**src/rtl/tick_irq_pkg.sv**
```systemverilog
package tick_irq_pkg;

  typedef enum logic [1:0] {
    REG_FLAGS  = 2'd0,
    REG_ENABLE = 2'd1,
    REG_STATUS = 2'd2,
    REG_NONE   = 2'd3
  } regId_e;

  localparam int SUM_BIT = 0;

  typedef struct packed {
    logic   flagClr;
    logic   enWr;
    logic   sumClr;
    regId_e rdSel;
  } ctrlStrobes_t;

endpackage

```
**src/rtl/tick_irq_ctrl.sv**
```systemverilog
module tick_irq_ctrl
  import tick_irq_pkg::*;
#(
  parameter int DATA_W = 8
) (
  input  logic [1:0]        regSel,
  input  logic              regRd,
  input  logic              regWr,
  input  logic [DATA_W-1:0] regWdata,
  output ctrlStrobes_t      strobes
);

  regId_e selId;
  logic   anyAccess;

  always_comb begin
    selId     = regId_e'(regSel);
    anyAccess = regRd | regWr;
    strobes.flagClr = anyAccess && (selId == REG_FLAGS);
    strobes.enWr    = regWr && (selId == REG_ENABLE);
    strobes.sumClr  = regWr && (selId == REG_STATUS) && regWdata[SUM_BIT];
    strobes.rdSel   = selId;
  end

endmodule

```
**src/rtl/tick_irq_datapath.sv**
```systemverilog
module tick_irq_datapath
  import tick_irq_pkg::*;
#(
  parameter int NUM_TICKS = 6,
  parameter int DATA_W    = 8
) (
  input  logic                 clk,
  input  logic                 rstN,
  input  logic [NUM_TICKS-1:0] tickStb,
  input  logic [DATA_W-1:0]    regWdata,
  input  ctrlStrobes_t         strobes,
  output logic [NUM_TICKS-1:0] flagQ,
  output logic [NUM_TICKS-1:0] enableQ,
  output logic                 summaryQ,
  output logic [DATA_W-1:0]    regRdata
);

  localparam int PAD_W = DATA_W - NUM_TICKS;

  logic [NUM_TICKS-1:0] flagKeep;
  logic                 sumSet;

  always_comb begin
    flagKeep = strobes.flagClr ? '0 : flagQ;
    sumSet   = |(tickStb & enableQ);
  end

  always_ff @(posedge clk) begin
    if (!rstN) begin
      flagQ    <= '0;
      enableQ  <= '0;
      summaryQ <= 1'b0;
    end else begin
      flagQ <= flagKeep | tickStb;
      if (strobes.enWr) enableQ <= regWdata[NUM_TICKS-1:0];
      summaryQ <= sumSet | (summaryQ & ~strobes.sumClr);
    end
  end

  logic [DATA_W-1:0] flagWord;
  logic [DATA_W-1:0] enableWord;
  logic [DATA_W-1:0] statusWord;

  generate
    if (PAD_W > 0) begin : g_pad
      assign flagWord   = {{PAD_W{1'b0}}, flagQ};
      assign enableWord = {{PAD_W{1'b0}}, enableQ};
    end else begin : g_nopad
      assign flagWord   = flagQ;
      assign enableWord = enableQ;
    end
  endgenerate

  always_comb begin
    statusWord          = '0;
    statusWord[SUM_BIT] = summaryQ;
  end

  always_comb begin
    unique case (strobes.rdSel)
      REG_FLAGS:  regRdata = flagWord;
      REG_ENABLE: regRdata = enableWord;
      REG_STATUS: regRdata = statusWord;
      default:    regRdata = '0;
    endcase
  end

endmodule

```
**src/rtl/tick_irq_unit.sv**
```systemverilog
module tick_irq_unit
  import tick_irq_pkg::*;
#(
  parameter int NUM_TICKS = 6,
  parameter int DATA_W    = 8
) (
  input  logic                 clk,
  input  logic                 rstN,
  input  logic [NUM_TICKS-1:0] tickStb,
  input  logic [1:0]           regSel,
  input  logic                 regRd,
  input  logic                 regWr,
  input  logic [DATA_W-1:0]    regWdata,
  output logic [DATA_W-1:0]    regRdata,
  output logic                 irqOut
);

  ctrlStrobes_t         strobes;
  logic [NUM_TICKS-1:0] flagQ;
  logic [NUM_TICKS-1:0] enableQ;
  logic                 summaryQ;

  tick_irq_ctrl #(.DATA_W(DATA_W)) ctrl_i (
    .regSel   (regSel),
    .regRd    (regRd),
    .regWr    (regWr),
    .regWdata (regWdata),
    .strobes  (strobes)
  );

  tick_irq_datapath #(.NUM_TICKS(NUM_TICKS), .DATA_W(DATA_W)) dp_i (
    .clk      (clk),
    .rstN     (rstN),
    .tickStb  (tickStb),
    .regWdata (regWdata),
    .strobes  (strobes),
    .flagQ    (flagQ),
    .enableQ  (enableQ),
    .summaryQ (summaryQ),
    .regRdata (regRdata)
  );

  assign irqOut = summaryQ;

endmodule

```
**config.mk**
```make
export PLATFORM = sky130hd
export DESIGN_NAME = tick_irq_unit
export DESIGN_NICKNAME = d
export VERILOG_FILES = /design/src/rtl/tick_irq_pkg.sv /design/src/rtl/tick_irq_ctrl.sv /design/src/rtl/tick_irq_datapath.sv /design/src/rtl/tick_irq_unit.sv
export SDC_FILE = /design/constraint.sdc
export NUM_CORES = 1
export LEC_CHECK = 0
export ABC_AREA = 1
export BUFFER_PORTS_ARGS = -buffer_cell sky130_fd_sc_hd__buf_2
export CAP_MARGIN = 20
export CORE_UTILIZATION = 39
export DETAILED_ROUTE_END_ITERATION = 8
export PLACE_DENSITY = 0.72
export SLEW_MARGIN = 20
export SYNTH_ARGS = -nofsm -noshare
export SYNTH_HDL_FRONTEND = slang
export SYNTH_SLANG_ARGS = --single-unit
export TNS_END_PERCENT = 30
```
**constraint.sdc**
```tcl
create_clock -name clk -period 0.8 [get_ports clk]
set_input_delay 0.16 -clock clk [delete_from_list [all_inputs] [get_ports clk]]
set_output_delay 0.16 -clock clk [all_outputs]
set_load 0.03 [all_outputs]
```
-- Word level (Yosys, flattened, before mapping)
Index checks and enable logic that the tools add are counted.
- mux-type cells: 2
- bitwise logic cells: 6
- reduce and logical (&&, ||, !) cells: 6
- equal/unequal tests: 2
- operator list (kind ; number):
    $pmux W6 S3 ; 1
    $and A6 B6 Y6 ; 1
    $mux W6 ; 1
    $or A6 B6 Y6 ; 1
    $reduce_or A6 Y1 ; 1
    $logic_and A1 B1 Y1 ; 4
    $eq A2 B1 Y1 const B ; 1
    $eq A2 B2 Y1 const B ; 1
    $logic_not A2 Y1 ; 1
    $or A1 B1 Y1 ; 2
    $and A1 B1 Y1 ; 1
    $not A1 Y1 ; 1
- output and inout bits: 9
- register bits after elaboration: 13
- logic and storage cells: 19

-- Depth between registers and ports, before layout
- depth in word-level cells: 6
- mapped depth: 7
- gate-level depth less buffers: 7

-- Cells and area by module
A second synthesis with hierarchy kept.
- cell total of the unflattened synthesis: 88
- area, all modules: 610.6 um^2
- by module, submodules not included (module ; instances ; area each (um^2) ; cells an instance ; seq. area each (um^2)):
    tick_irq_datapath ; 1 ; 558.0 ; 76 ; 260.2
    tick_irq_ctrl ; 1 ; 52.6 ; 12 ; 0.0

-- Worst setup path before layout
Ideal clock, no wire load.
- path type: register to output
- start: register dp_i.enableQ[1]
- end: output port regRdata[1]
- slack: -402 ps
- cell stages (with the launch flop): 3
- buffers on the path: 0
- arrival: 1042 ps
- cell sequence: dfxtp_1 inv_1 o21ai_0
- word-level cells in the longest chain between the ends: 1
- RTL lines (element ; RTL line ; source):
    start, declared ; tick_irq_datapath.sv:13 ; output logic [NUM_TICKS-1:0] enableQ,
    start signal, assigned ; tick_irq_datapath.sv:35 ; if (strobes.enWr) enableQ <= regWdata[NUM_TICKS-1:0];
    $pmux W6 S3 ; tick_irq_datapath.sv:60 ; unique case (strobes.rdSel)
    end, declared ; tick_irq_unit.sv:14 ; output logic [DATA_W-1:0] regRdata,
No other way between the ends.

-- Worst setup path after layout
- start: register dp_i.enableQ[0]
- end: output port regRdata[0]
The elaborated chain is that of the path after synthesis.

==> reports/qor.csv <==
metric,value,unit
Leakage,0.000391,uW
Hold Path Class,in -> reg,
Initial Util,44.0,%
clock power share,28.9,%
CTS root buf,clkbuf_4,
Flop pwr share,50.2,%
maximum clock insertion buffer count,2,
vias per std cell,4.64,
drt total wl,1.34,mm
RR Endpoint,dp_i.summaryQ$_SDFF_PN0_,
first-pass GRT wire length,2.01,mm
Unique masters post-synth,16,
multi-input combinational cell area,280,um2
Power Dens Cells,1780,nW/um2
Reg area,269,um2
max frequency,860,MHz
Final min period,1.16,ns
Comb pwr share,20.9,%
Core Region,1370,um2
crit path capture,regRdata[0],
pin count of the biggest net entering global routing,13,
Vias,603,
nature of the critical path startpoint,flop,
CTS tree,built,
Post-Synthesis Cell Area,602,um2
post-DP HPWL,1.02,mm
Syn Inst Count,85,
Buffers on Ports,24,
Rows,13,
Internal Pwr Total,1000,uW
Max H-tree Level,1,
Yosys warnings,0,
Crit. Startpoint,dp_i.enableQ[0]$_SDFFE_PN0P_,
Antenna diodes,0,
worst r2r path cells,6,
Hold Worst Slack,0.0951,ns
I/O pin total,29,
worst ir drop on vdd,1240,uV
drt first-iter violations,5,
Post-CTS Hold Fix Bufs,0,
Crit Path Max Fanout,2,
final cell count without fillers,130,
DR WL/cell,10.3,um
RSZ-0062 raised after global routing,yes,
drc violations,0,
max_cap viols,0,
status,finished with violations,
Mapped Avg Cell Area,7.08,um2
endpoint type of the worst setup path,output port,
vias in the first global route,522,
clock sink total,13,
sequential fraction of the synthesis area,43.2,%
"Worst Path Class, Setup",reg -> out,
final setup fails,7,
switching portion of total power,30.0,%
WP data required,0.64,ns
die area,1700,um2
skew final,0.000672,ns
final setup margin,-0.362,ns
layout cells sized above 1,42.6,%
Placed Area,753,um2
GR Overflow Total,0,
nets@finish,136,
final instance area,808,um2
Worst-path clk slew,0.08,ns
Layout fillers,133,
Final period util,145,%
"commonest non-fill, non-tap cell in the layout",nand2_1,
number of CTS-inserted buffers,3,
Critical Path AT,1.00,ns
NetSw,431,uW
Final GP Congestion,0.742,
Die Wd,41.3,um
antenna violations before repair,0,
Pre-Repair DR Iteration Count,3,
clk_lat worst skew,0.28,ns
Layout area overhead,34.3,%
r2r startpoint,dp_i.enableQ[1]$_SDFFE_PN0P_,
final hold viol count,0,
all-layer global routing usage,19.4,%
R2R Setup Slk,0.02,ns
Routed Antenna Nets,0,
final slew viol count,0,
post-synthesis register bit count,13,
Die H,41.3,um
Cells after DPL,126,
"commonest cells after routing, fill and taps aside","nand2_1 (20), buf_2 (17), a21oi_1 (12)",
failing checks,setup timing,
state kept, by name, summed over array words and instances, names as in the netlist:
register,cells
dp_i.enableQ,6
dp_i.summaryQ,1
dp_i.flagQ,6
cells by family after synthesis:
family,Yosys count,synth area share [%]
AO/OA/AOI/OAI,25,22.5
AND/OR/NAND/NOR,32,22.5
buffers and inverters,14,11.2
flip-flops,13,43.2
other,1,0.623
synthesized netlist by cell type:
library cell | instances | share of area, %
o21ai_2 | 2 | 2.9
buf_4 | 2 | 2.5
buf_6 | 1 | 1.9
nand2_1 | 21 | 13
o21ai_0 | 7 | 5.8
nor2_4 | 1 | 1.9
conb_1 | 1 | 0.62
inv_1 | 10 | 6.2
dfxtp_1 | 13 | 43
o21ai_1 | 3 | 2.5
inv_2 | 1 | 0.62
nand3_1 | 1 | 0.83
a21oi_1 | 12 | 10
o211ai_1 | 1 | 1.2
nor2_1 | 8 | 5.0
nand3_2 | 1 | 1.7
timing repair:
action,4_1_cts,5_1_grt
pin swaps,5,3
resized for setup,15,2
endpoints found under the setup margin,7,10
setup buffers,0,0
critical path, stage by stage (launching register included):
cell and delay [ns]:
dfxtp_2 0.35, inv_2 0.04, o211ai_1 0.16, buf_4 0.19
routing by layer:
layer	wire length (um)	vias to the layer above	GRT usage, %
li1	-	331	-
met1	637	248	20.5
met2	594	22	32.0
met3	93	2	10.9
met4	11	0	7.26
met5	0	-	0
power by group through the flow:
stage | Sequential (uW) | Clock (uW) | Combinational, uW
2_1_floorplan | 739 | 0 | 167
3_3_place_gp | 729 | 0 | 278
3_5_place_dp | 730 | 0 | 283
4_1_cts | 720 | 433 | 303
5_1_grt | 726 | 469 | 338
6_report | 721 | 414 | 300
worst min-delay path by stage:
stage | startpoint | end | slack (ns) | depth (start not counted)
floorplan | rstN | dp_i.summaryQ$_SDFF_PN0_ | 0.26 | 2
global placement | tickStb[0] | dp_i.flagQ[0]$_SDFF_PN0_ | 0.38 | 3
detailed placement | tickStb[1] | dp_i.flagQ[1]$_SDFF_PN0_ | 0.39 | 3
CTS | tickStb[0] | dp_i.flagQ[0]$_SDFF_PN0_ | 0.09 | 3
global route | tickStb[0] | dp_i.flagQ[0]$_SDFF_PN0_ | 0.09 | 3
finish | tickStb[0] | dp_i.flagQ[0]$_SDFF_PN0_ | 0.1 | 3
final cells by class:
class	count	share of cell area, %
Inverter	11	5.11
Timing Repair Buffer	28	21.2
Clock inverter	1	0.619
Tap cell	15	2.32
Multi-Input combinational cell	59	34.7
Sequential cell	13	33.3
Clock buffer	3	2.79
through the flow:
stage | setup slack [ns] | utilization (%) | power [uW] | setup TNS [ns]
2_1_floorplan | -0.212 | - | 906 | -1.07
3_3_place_gp | -0.195 | 55.1 | 1010 | -2.71
3_5_place_dp | -0.239 | 55.1 | 1010 | -3.06
4_1_cts | -0.386 | 59.1 | 1460 | -2.14
5_1_grt | -0.422 | 59.2 | 1530 | -2.56
6_report | -0.362 | 59.2 | 1440 | -2.06
Note: power is estimated with default switching activity, not from simulation.
